File: src/rtl/lvds_pair_pkg.sv
package lvds_pair_pkg;

    typedef enum logic [2:0] {
        PS_PD_TRI     = 3'd0,
        PS_PD_ZERO    = 3'd1,
        PS_COMMON     = 3'd2,
        PS_SEND_ZEROS = 3'd3,
        PS_ACTIVE     = 3'd4,
        PS_HOLD_LOW   = 3'd5
    } pair_state_e;

    typedef struct packed {
        logic pd;
        logic oe;
        logic cm;
    } pair_ctl_t;

    // Selector code to state; undefined codes fall back to the safest state.
    function automatic pair_state_e decode_sel(input logic [2:0] code);
        case (code)
            3'd1:    return PS_PD_ZERO;
            3'd2:    return PS_COMMON;
            3'd3:    return PS_SEND_ZEROS;
            3'd4:    return PS_ACTIVE;
            default: return PS_PD_TRI;
        endcase
    endfunction

    // Effective channel state from enable, usage and selector.
    function automatic pair_state_e resolve_state(input logic enable,
                                                  input logic in_use,
                                                  input logic hold_low,
                                                  input logic [2:0] code);
        if (!enable)
            return PS_PD_TRI;
        if (!in_use)
            return hold_low ? PS_HOLD_LOW : PS_PD_TRI;
        return decode_sel(code);
    endfunction

    function automatic pair_ctl_t ctl_of(input pair_state_e st);
        pair_ctl_t c;
        case (st)
            PS_PD_TRI:  c = '{pd: 1'b1, oe: 1'b0, cm: 1'b0};
            PS_PD_ZERO: c = '{pd: 1'b1, oe: 1'b1, cm: 1'b0};
            PS_COMMON:  c = '{pd: 1'b0, oe: 1'b1, cm: 1'b1};
            default:    c = '{pd: 1'b0, oe: 1'b1, cm: 1'b0};
        endcase
        return c;
    endfunction

    // Bits of data pair 'pair' that hold color and are blanked in send zeros.
    function automatic logic [31:0] color_mask(input int pair,
                                               input int ser_w,
                                               input int color_w);
        logic [31:0] m;
        m = '0;
        for (int b = 0; b < ser_w; b++) begin
            if (pair * ser_w + b < color_w)
                m[b] = 1'b1;
        end
        return m;
    endfunction

endpackage

File: src/rtl/lvds_pair_drive.sv
module lvds_pair_drive
    import lvds_pair_pkg::*;
#(
    parameter int              SER_W      = 7,
    parameter logic [SER_W-1:0] BLANK_MASK = '0
) (
    input  pair_state_e        state,
    input  logic [SER_W-1:0]   src,
    output logic [SER_W-1:0]   data,
    output logic               oe,
    output logic               pd,
    output logic               cm
);

    pair_ctl_t ctl;

    always_comb begin
        ctl = ctl_of(state);
        case (state)
            PS_ACTIVE:     data = src;
            PS_SEND_ZEROS: data = src & ~BLANK_MASK;
            default:       data = '0;
        endcase
        oe = ctl.oe;
        pd = ctl.pd;
        cm = ctl.cm;
    end

endmodule

File: src/rtl/lvds_chan_ctrl.sv
module lvds_chan_ctrl
    import lvds_pair_pkg::*;
#(
    parameter int SER_W      = 7,
    parameter int DATA_PAIRS = 4,
    parameter int COLOR_W    = 24,
    parameter int TIM_W      = 3,
    parameter bit IS_PRIMARY = 1'b1,
    localparam int PPC       = DATA_PAIRS + 1,
    localparam int WORD_W    = DATA_PAIRS * SER_W
) (
    input  logic                 clk,
    input  logic                 rst,
    input  logic                 port_en,
    input  logic                 dual_mode,
    input  logic                 idle_hold_zero,
    input  logic [2:0]           sel,
    input  logic [COLOR_W-1:0]   color,
    input  logic [TIM_W-1:0]     timing,
    input  logic [SER_W-1:0]     clk_pattern,
    output logic [PPC*SER_W-1:0] data,
    output logic [PPC-1:0]       oe,
    output logic [PPC-1:0]       pd,
    output logic [PPC-1:0]       cm
);

    logic              in_use;
    pair_state_e       state_d, state_q;
    logic [WORD_W-1:0] word_d, word_q;
    logic [SER_W-1:0]  pattern_q;

    assign in_use = IS_PRIMARY || dual_mode;

    always_comb begin
        state_d = resolve_state(port_en, in_use, idle_hold_zero, sel);
        word_d  = '0;
        word_d[COLOR_W-1:0]    = color;
        word_d[COLOR_W+:TIM_W] = timing;
    end

    // One register stage: state and pixel word move on the same edge.
    always_ff @(posedge clk) begin
        if (rst) begin
            state_q   <= PS_PD_TRI;
            word_q    <= '0;
            pattern_q <= '0;
        end else begin
            state_q   <= state_d;
            word_q    <= word_d;
            pattern_q <= clk_pattern;
        end
    end

    for (genvar k = 0; k < PPC; k++) begin : g_pair
        if (k < DATA_PAIRS) begin : g_data
            localparam logic [31:0] MASK32 = color_mask(k, SER_W, COLOR_W);
            lvds_pair_drive #(
                .SER_W      (SER_W),
                .BLANK_MASK (MASK32[SER_W-1:0])
            ) drv_i (
                .state (state_q),
                .src   (word_q[k*SER_W+:SER_W]),
                .data  (data[k*SER_W+:SER_W]),
                .oe    (oe[k]),
                .pd    (pd[k]),
                .cm    (cm[k])
            );
        end else begin : g_clock
            lvds_pair_drive #(
                .SER_W      (SER_W),
                .BLANK_MASK ('0)
            ) drv_i (
                .state (state_q),
                .src   (pattern_q),
                .data  (data[k*SER_W+:SER_W]),
                .oe    (oe[k]),
                .pd    (pd[k]),
                .cm    (cm[k])
            );
        end
    end

    // a disabled port leaves every pair powered down and tri-stated.
    p_port_off_r2: assert property (@(posedge clk) disable iff (rst)
        (!$past(rst) && !$past(port_en)) |-> (&pd && !(|oe) && data == '0));

    // send zeros blanks color, keeps timing and clock running.
    p_blank_color_r5: assert property (@(posedge clk) disable iff (rst)
        (!$past(rst) && $past(port_en) && (IS_PRIMARY || $past(dual_mode))
         && $past(sel) == 3'd3)
        |-> (data[COLOR_W-1:0] == '0
             && data[COLOR_W+:TIM_W] == $past(timing)
             && data[DATA_PAIRS*SER_W+:SER_W] == $past(clk_pattern)));

    // active passes color of the previous cycle unchanged.
    p_active_pass_r6: assert property (@(posedge clk) disable iff (rst)
        (!$past(rst) && $past(port_en) && (IS_PRIMARY || $past(dual_mode))
         && $past(sel) == 3'd4)
        |-> (data[COLOR_W-1:0] == $past(color) && !(|pd) && &oe));

    // undefined selector codes behave as powered-down tri-state.
    p_bad_code_r7: assert property (@(posedge clk) disable iff (rst)
        (!$past(rst) && (IS_PRIMARY || $past(dual_mode)) && $past(sel) > 3'd4)
        |-> (&pd && !(|oe) && !(|cm)));

    // an unused channel held low stays powered with zero output.
    p_unused_hold_r8: assert property (@(posedge clk) disable iff (rst)
        (!IS_PRIMARY && !$past(rst) && $past(port_en) && !$past(dual_mode)
         && $past(idle_hold_zero))
        |-> (data == '0 && &oe && !(|pd) && !(|cm)));

endmodule

File: src/rtl/lvds_pair_ctrl.sv
module lvds_pair_ctrl
    import lvds_pair_pkg::*;
#(
    parameter int NUM_CH     = 2,
    parameter int SER_W      = 7,
    parameter int DATA_PAIRS = 4,
    parameter int COLOR_W    = 24,
    parameter int TIM_W      = 3,
    localparam int PPC       = DATA_PAIRS + 1,
    localparam int NUM_PAIRS = NUM_CH * PPC
) (
    input  logic                       clk,
    input  logic                       rst,
    input  logic                       port_en,
    input  logic                       dual_mode,
    input  logic                       idle_hold_zero,
    input  logic [NUM_CH*3-1:0]        chan_state,
    input  logic [NUM_CH*COLOR_W-1:0]  chan_color,
    input  logic [NUM_CH*TIM_W-1:0]    chan_timing,
    input  logic [SER_W-1:0]           clk_pattern,
    output logic [NUM_PAIRS*SER_W-1:0] pair_data,
    output logic [NUM_PAIRS-1:0]       pair_oe,
    output logic [NUM_PAIRS-1:0]       pair_pd,
    output logic [NUM_PAIRS-1:0]       pair_cm
);

    for (genvar ch = 0; ch < NUM_CH; ch++) begin : g_chan
        lvds_chan_ctrl #(
            .SER_W      (SER_W),
            .DATA_PAIRS (DATA_PAIRS),
            .COLOR_W    (COLOR_W),
            .TIM_W      (TIM_W),
            .IS_PRIMARY (ch == 0)
        ) chan_i (
            .clk            (clk),
            .rst            (rst),
            .port_en        (port_en),
            .dual_mode      (dual_mode),
            .idle_hold_zero (idle_hold_zero),
            .sel            (chan_state[ch*3+:3]),
            .color          (chan_color[ch*COLOR_W+:COLOR_W]),
            .timing         (chan_timing[ch*TIM_W+:TIM_W]),
            .clk_pattern    (clk_pattern),
            .data           (pair_data[ch*PPC*SER_W+:PPC*SER_W]),
            .oe             (pair_oe[ch*PPC+:PPC]),
            .pd             (pair_pd[ch*PPC+:PPC]),
            .cm             (pair_cm[ch*PPC+:PPC])
        );
    end

    // the edge after reset leaves every pair powered down and silent.
    p_reset_quiet_r1: assert property (@(posedge clk)
        $past(rst) |-> (&pair_pd && !(|pair_oe) && !(|pair_cm) && pair_data == '0));

    // a common-mode pair is never powered down nor tri-stated.
    p_cm_live_r4: assert property (@(posedge clk) disable iff (rst)
        ((pair_cm & pair_pd) == '0 && (pair_cm & ~pair_oe) == '0));

endmodule

File: config.mk
export PLATFORM = sky130hd
export DESIGN_NAME = lvds_pair_ctrl
export DESIGN_NICKNAME = d
export VERILOG_FILES = /design/src/rtl/lvds_pair_pkg.sv /design/src/rtl/lvds_pair_drive.sv /design/src/rtl/lvds_chan_ctrl.sv /design/src/rtl/lvds_pair_ctrl.sv
export SDC_FILE = /design/constraint.sdc
export NUM_CORES = 1
export LEC_CHECK = 0
export BUFFER_PORTS_ARGS = -buffer_cell sky130_fd_sc_hd__buf_2
export CORE_ASPECT_RATIO = 0.8
export CORE_MARGIN = 8
export CORE_UTILIZATION = 38
export DETAILED_ROUTE_END_ITERATION = 6
export PLACE_DENSITY = 0.76
export SETUP_SLACK_MARGIN = 0.4
export SYNTH_ARGS = -nofsm -noshare
export SYNTH_HDL_FRONTEND = slang
export SYNTH_SLANG_ARGS = --single-unit
File: constraint.sdc
create_clock -name clk -period 1.2 [get_ports clk]
set_clock_uncertainty 0.1 [all_clocks]
set_input_delay 0.12 -clock clk [delete_from_list [all_inputs] [get_ports clk]]
set_output_delay 0.12 -clock clk [all_outputs]
set_load 0.01 [all_outputs]
---- Word level (Yosys, flattened, before mapping) ----
Cells that the tools add are included.
word-level totals
  output and inout bits ................... 100
  bits in registers ....................... 69
  input port bits ......................... 72
cells by class
  reductions and logical operators ........ 4
  muxes and demuxes ....................... 24
  equality and inequality tests ........... 16
operators by type and width
  kind                  count
  $mux W7               8
  $pmux W7 S2           2
  $eq A3 B2 Y1 const B  8
  $pmux W3 S4           2
  $mux W3               7
  $pmux W3 S3           2
  $eq A3 B1 Y1 const B  4
  $eq A3 B3 Y1 const B  4
  $logic_not A3 Y1      2
  $reduce_or A2 Y1      2
  $mux W1               3

---- Logic depth before layout (Yosys ltp) ----
  depth in word-level cells ............... 4
  mapped depth ............................ 3
  mapped depth without buffers ............ 2

---- By module ----
From an unflattened synthesis, not the netlist that was laid out.
second synthesis, totals
  cells, all modules ...................... 302
  area total of the unflattened synthesis .. 3223.1 µm²
by module, submodules not included
  module                                                          instances  sequential area each (µm²)  area each (µm²)  cells an instance
  lvds_chan_ctrl (g_chan[1].chan_i)                               1          740.7                       1061.0           83
  lvds_chan_ctrl (g_chan[0].chan_i)                               1          740.7                       1028.5           79
  lvds_pair_drive (g_chan[0].chan_i.g_pair[0].g_data.drv_i ...)   6          0.0                         92.6             10
  lvds_pair_drive (g_chan[0].chan_i.g_pair[4].g_clock.drv_i ...)  2          0.0                         198.9            27
  lvds_pair_drive (g_chan[0].chan_i.g_pair[3].g_data.drv_i ...)   2          0.0                         90.1             13

---- Worst setup path after synthesis ----
OpenSTA, ideal clock, no wires.
  kind .................................... register to output
  start point ............................. reg g_chan[0].chan_i.state_q[1]
  end point ............................... out pair_data[24]
  stages on the path, launching flop included .. 4
  path slack .............................. -0.064 ns
  data arrival time ....................... 1.044 ns
  path through ............................ dfxtp_1 > or3b_1 > buf_6 > a21boi_2
between the ends
  cells in the longest elaborated chain, start to end .. 2
  elaborated cells between the ends (all ways) .. 3
RTL lines
  item                                                 line                   source
  from (decl)                                          lvds_chan_ctrl.sv:28   pair_state_e state_d, state_q;
  from (signal assigned)                               lvds_chan_ctrl.sv:48   state_q <= state_d;
  $eq A3 B2 Y1 / $eq A3 B3 Y1 (equally long branches)  --
  $pmux W7 S2 *                                        lvds_pair_drive.sv:19  case (state)
  to (decl)                                            lvds_pair_ctrl.sv:21   output logic [NUM_PAIRS*SER_W-1:0] pair_data,
Mark *: on every way between the ends. The rest lies on a longest branch, timed or not.

---- Worst setup path in the final report ----
  start point ............................. reg g_chan[0].chan_i.state_q[1]
  end point ............................... out pair_data[26]
The elaborated chain is that of the path after synthesis.

==> impl_metrics.env <==
export IMPL_wl_met1_mm=3.429
export IMPL_num_io_pins=172
export IMPL_final_fill_count=437
export IMPL_start_util=0.3937
export IMPL_globalplace_congestion=0.7021
export IMPL_cts_sinks=67
export IMPL_dp_slack_ns=-0.2093
export IMPL_grt_pass1_wl_mm=14.65
export IMPL_drive_gt1_frac=0.5992
export IMPL_avgSynthCellArea_um2=10.33
export IMPL_grt_max_degree=37
export IMPL_multi_input_area_um2=1270
export IMPL_avgRoutedWirePerCell_um=17.03
export IMPL_fin_tns_setup_ns=-43.57
export IMPL_crit_required_ns=0.98
export IMPL_dr_pass1_iters=4
export IMPL_grt_pass1_vias=2908
export IMPL_yosys_area_top_type_share=0.4920
export IMPL_wirelength_mm=9.961
export IMPL_cts_tree="done"
export IMPL_rsz0062_at_grt="true"
export IMPL_violations="hold timing, setup timing"
export IMPL_hold_start="chan_state[0]"
export IMPL_core_um2=6925
export IMPL_setup_slack_ns=-0.5570
export IMPL_critPathCaptureType="output pin"
export IMPL_die_y_um=91.76
export IMPL_regArea_um2=1349
export IMPL_startpoint="g_chan[0].chan_i.state_q[1]"
export IMPL_slew_viol_final=0
export IMPL_port_buffers=169
export IMPL_fin_crit_sh=1.464
export IMPL_clk_path_buf_depth=2
export IMPL_place_area_um2=3677
export IMPL_status="complete, but fails checks"
export IMPL_fin_nets=561
export IMPL_drt_antenna_violating_nets=0
export IMPL_vias=2551
export IMPL_drt_initial_drc_count=69
export IMPL_leakage_uw=0.002496
export IMPL_synth_largest_area_cell="dfxtp_1"
export IMPL_antenna_found_initial=2
export IMPL_top_layer="met4"
export IMPL_synthToLayoutAreaGrowth_pct=94.54
export IMPL_htreeDepth=3
export IMPL_ys_types=19
export IMPL_drc=0
export IMPL_die_area_um2=10160
export IMPL_ir_drop_mv=1.208
export IMPL_fp_dieW_um=110.7
export IMPL_max_cap_viol_count=0
export IMPL_synthCells=264
export IMPL_grt_total_usage=0.1802
export IMPL_max_freq_mhz=569.1
export IMPL_cts_buffers=9
export IMPL_ys_seq_area_frac=0.4920
export IMPL_ys_seq_elements=67
export IMPL_clk_pin_slew_ns=0.07
export IMPL_grt_ovfl_total=0
export IMPL_whs_ns=-0.1371
export IMPL_cp_endpoint="pair_data[26]"
export IMPL_min_period_ns=1.757
export IMPL_start_kind="flop"
export IMPL_ys_top_cells_by_area="dfxtp_1 49%, nor2b_1 14%, and2_1 11%, buf_4 8.8%, a21boi_2 8.3%"
export IMPL_routed_via_density=4.361
export IMPL_crit_path_max_fanout=10
export IMPL_syn_area_um2=2726
export IMPL_finalHoldViolCount=5
export IMPL_yosysWarnings=0
export IMPL_cp_arrival_ns=1.54
export IMPL_final_area_um2=5304
export IMPL_p_per_area_nw_per_um2=1045
export IMPL_rows=27
export IMPL_cts_root_buffer="clkbuf_8"
export IMPL_dpl_hpwl_mm=5.682
export IMPL_setup_viol=98
export IMPL_min_path_type="in -> reg"
export IMPL_wl_met3_um=589
export IMPL_critical_path_class="reg -> out"
export IMPL_wl_met2_mm=5.624
worst min path at each step:
| stage | end | cells after the start |
|---|---|---|
| after floorplan | g_chan[0].chan_i.state_q[2] | 1 |
| after global placement | g_chan[0].chan_i.state_q[2] | 2 |
| after detailed placement | g_chan[0].chan_i.state_q[2] | 2 |
| after CTS | g_chan[0].chan_i.state_q[2] | 2 |
| after global routing | g_chan[0].chan_i.state_q[2] | 2 |
| final | g_chan[0].chan_i.state_q[2] | 2 |
layer usage:
metal / vias to the layer above / track usage
met1: 1181 / 0.1510
met4: 0 / 0.09877
met2: 101 / 0.3608
met3: 23 / 0.06380
met5: - / 0
li1: 1246 / -
synth_stat cells:
cell type and instances:
or3_1 2, or3b_1 2, nor2_1 3, clkbuf_1 6
and2_1 48, clkbuf_2 4, a21oi_1 2, nor4b_1 1
dfxtp_1 67, nand2b_1 2, conb_1 1, nor3b_1 4
nor2b_1 61, buf_4 32, nand4bb_1 1, nand3b_1 4
nor3b_2 2, a21boi_2 20, buf_6 2
cells in the final DEF, fill, tap and decap left out, types with 4 or more instances in the layout:
cell type        n
dlymetal6s4s_1   7
buf_2           91
nor2b_1         61
nand3b_1         4
diode_2          4
dfxtp_2          6
buf_6           88
and2_4          48
dfxtp_1         61
bufinv_16        4
a21boi_2        20
dlygate4sd3_1   55
clkbuf_8         9
buf_4            9
critical path: stages (launching register included):
cell and delay, ns:
dfxtp_2 0.33, or3b_1 0.40, buf_6 0.18, a21boi_2 0.15, buf_2 0.15
layout make-up:
class,count,area share
Antenna cell,4,0.001887
Clock buffer,9,0.02335
Clock inverter,7,0.02642
Multi-Input combinational cell,154,0.2394
Sequential cell,67,0.2543
Tap cell,87,0.02052
Timing Repair Buffer,257,0.4341
through the flow:
step / hold WS, ns / total power [uW] / instances / utilization
3_3_place_gp: 0.1907 / 2845 / 493 / 0.5310
3_5_place_dp: 0.1974 / 2860 / 493 / 0.5310
2_1_floorplan: 0.08810 / 2704 / 265 / -
6_report: -0.1371 / 5541 / 585 / 0.7659
5_1_grt: -0.1442 / 5749 / 583 / 0.7651
4_1_cts: -0.1572 / 5539 / 573 / 0.7384
kinds of logic (layout without fill, tap and decap cells):
| family | Yosys count | count (layout) | synth area share |
|---|---|---|---|
| other | 1 | 6 | 0.001375 |
| flip-flops | 67 | 67 | 0.4920 |
| AND/OR/NAND/NOR | 130 | 130 | 0.3084 |
| AO/OA/AOI/OAI | 22 | 22 | 0.08628 |
| buffers and inverters | 44 | 273 | 0.1120 |
repair_timing:
item	in CTS	in global routing
setup endpoints to repair	98	109
gates cloned	0	4
buffers inserted	1	5
pin swaps	9	22
hold buffers	63	1
hold endpoints to repair	67	5
resized for setup	92	19
state kept, by name, indices dropped and copies added (netlist names):
signal and count:
g_chan.chan_i.pattern_q 7, g_chan.chan_i.state_q 6, g_chan.chan_i.word_q 54
power breakdown:
group	switching, uW	total (uW)	internal (uW)
sequential	37.2	2380	2340
combinational	265	740	476
clock	839	2420	1590
total	1140	5540	4400
No activity file was read; power rests on OpenSTA's default activity.
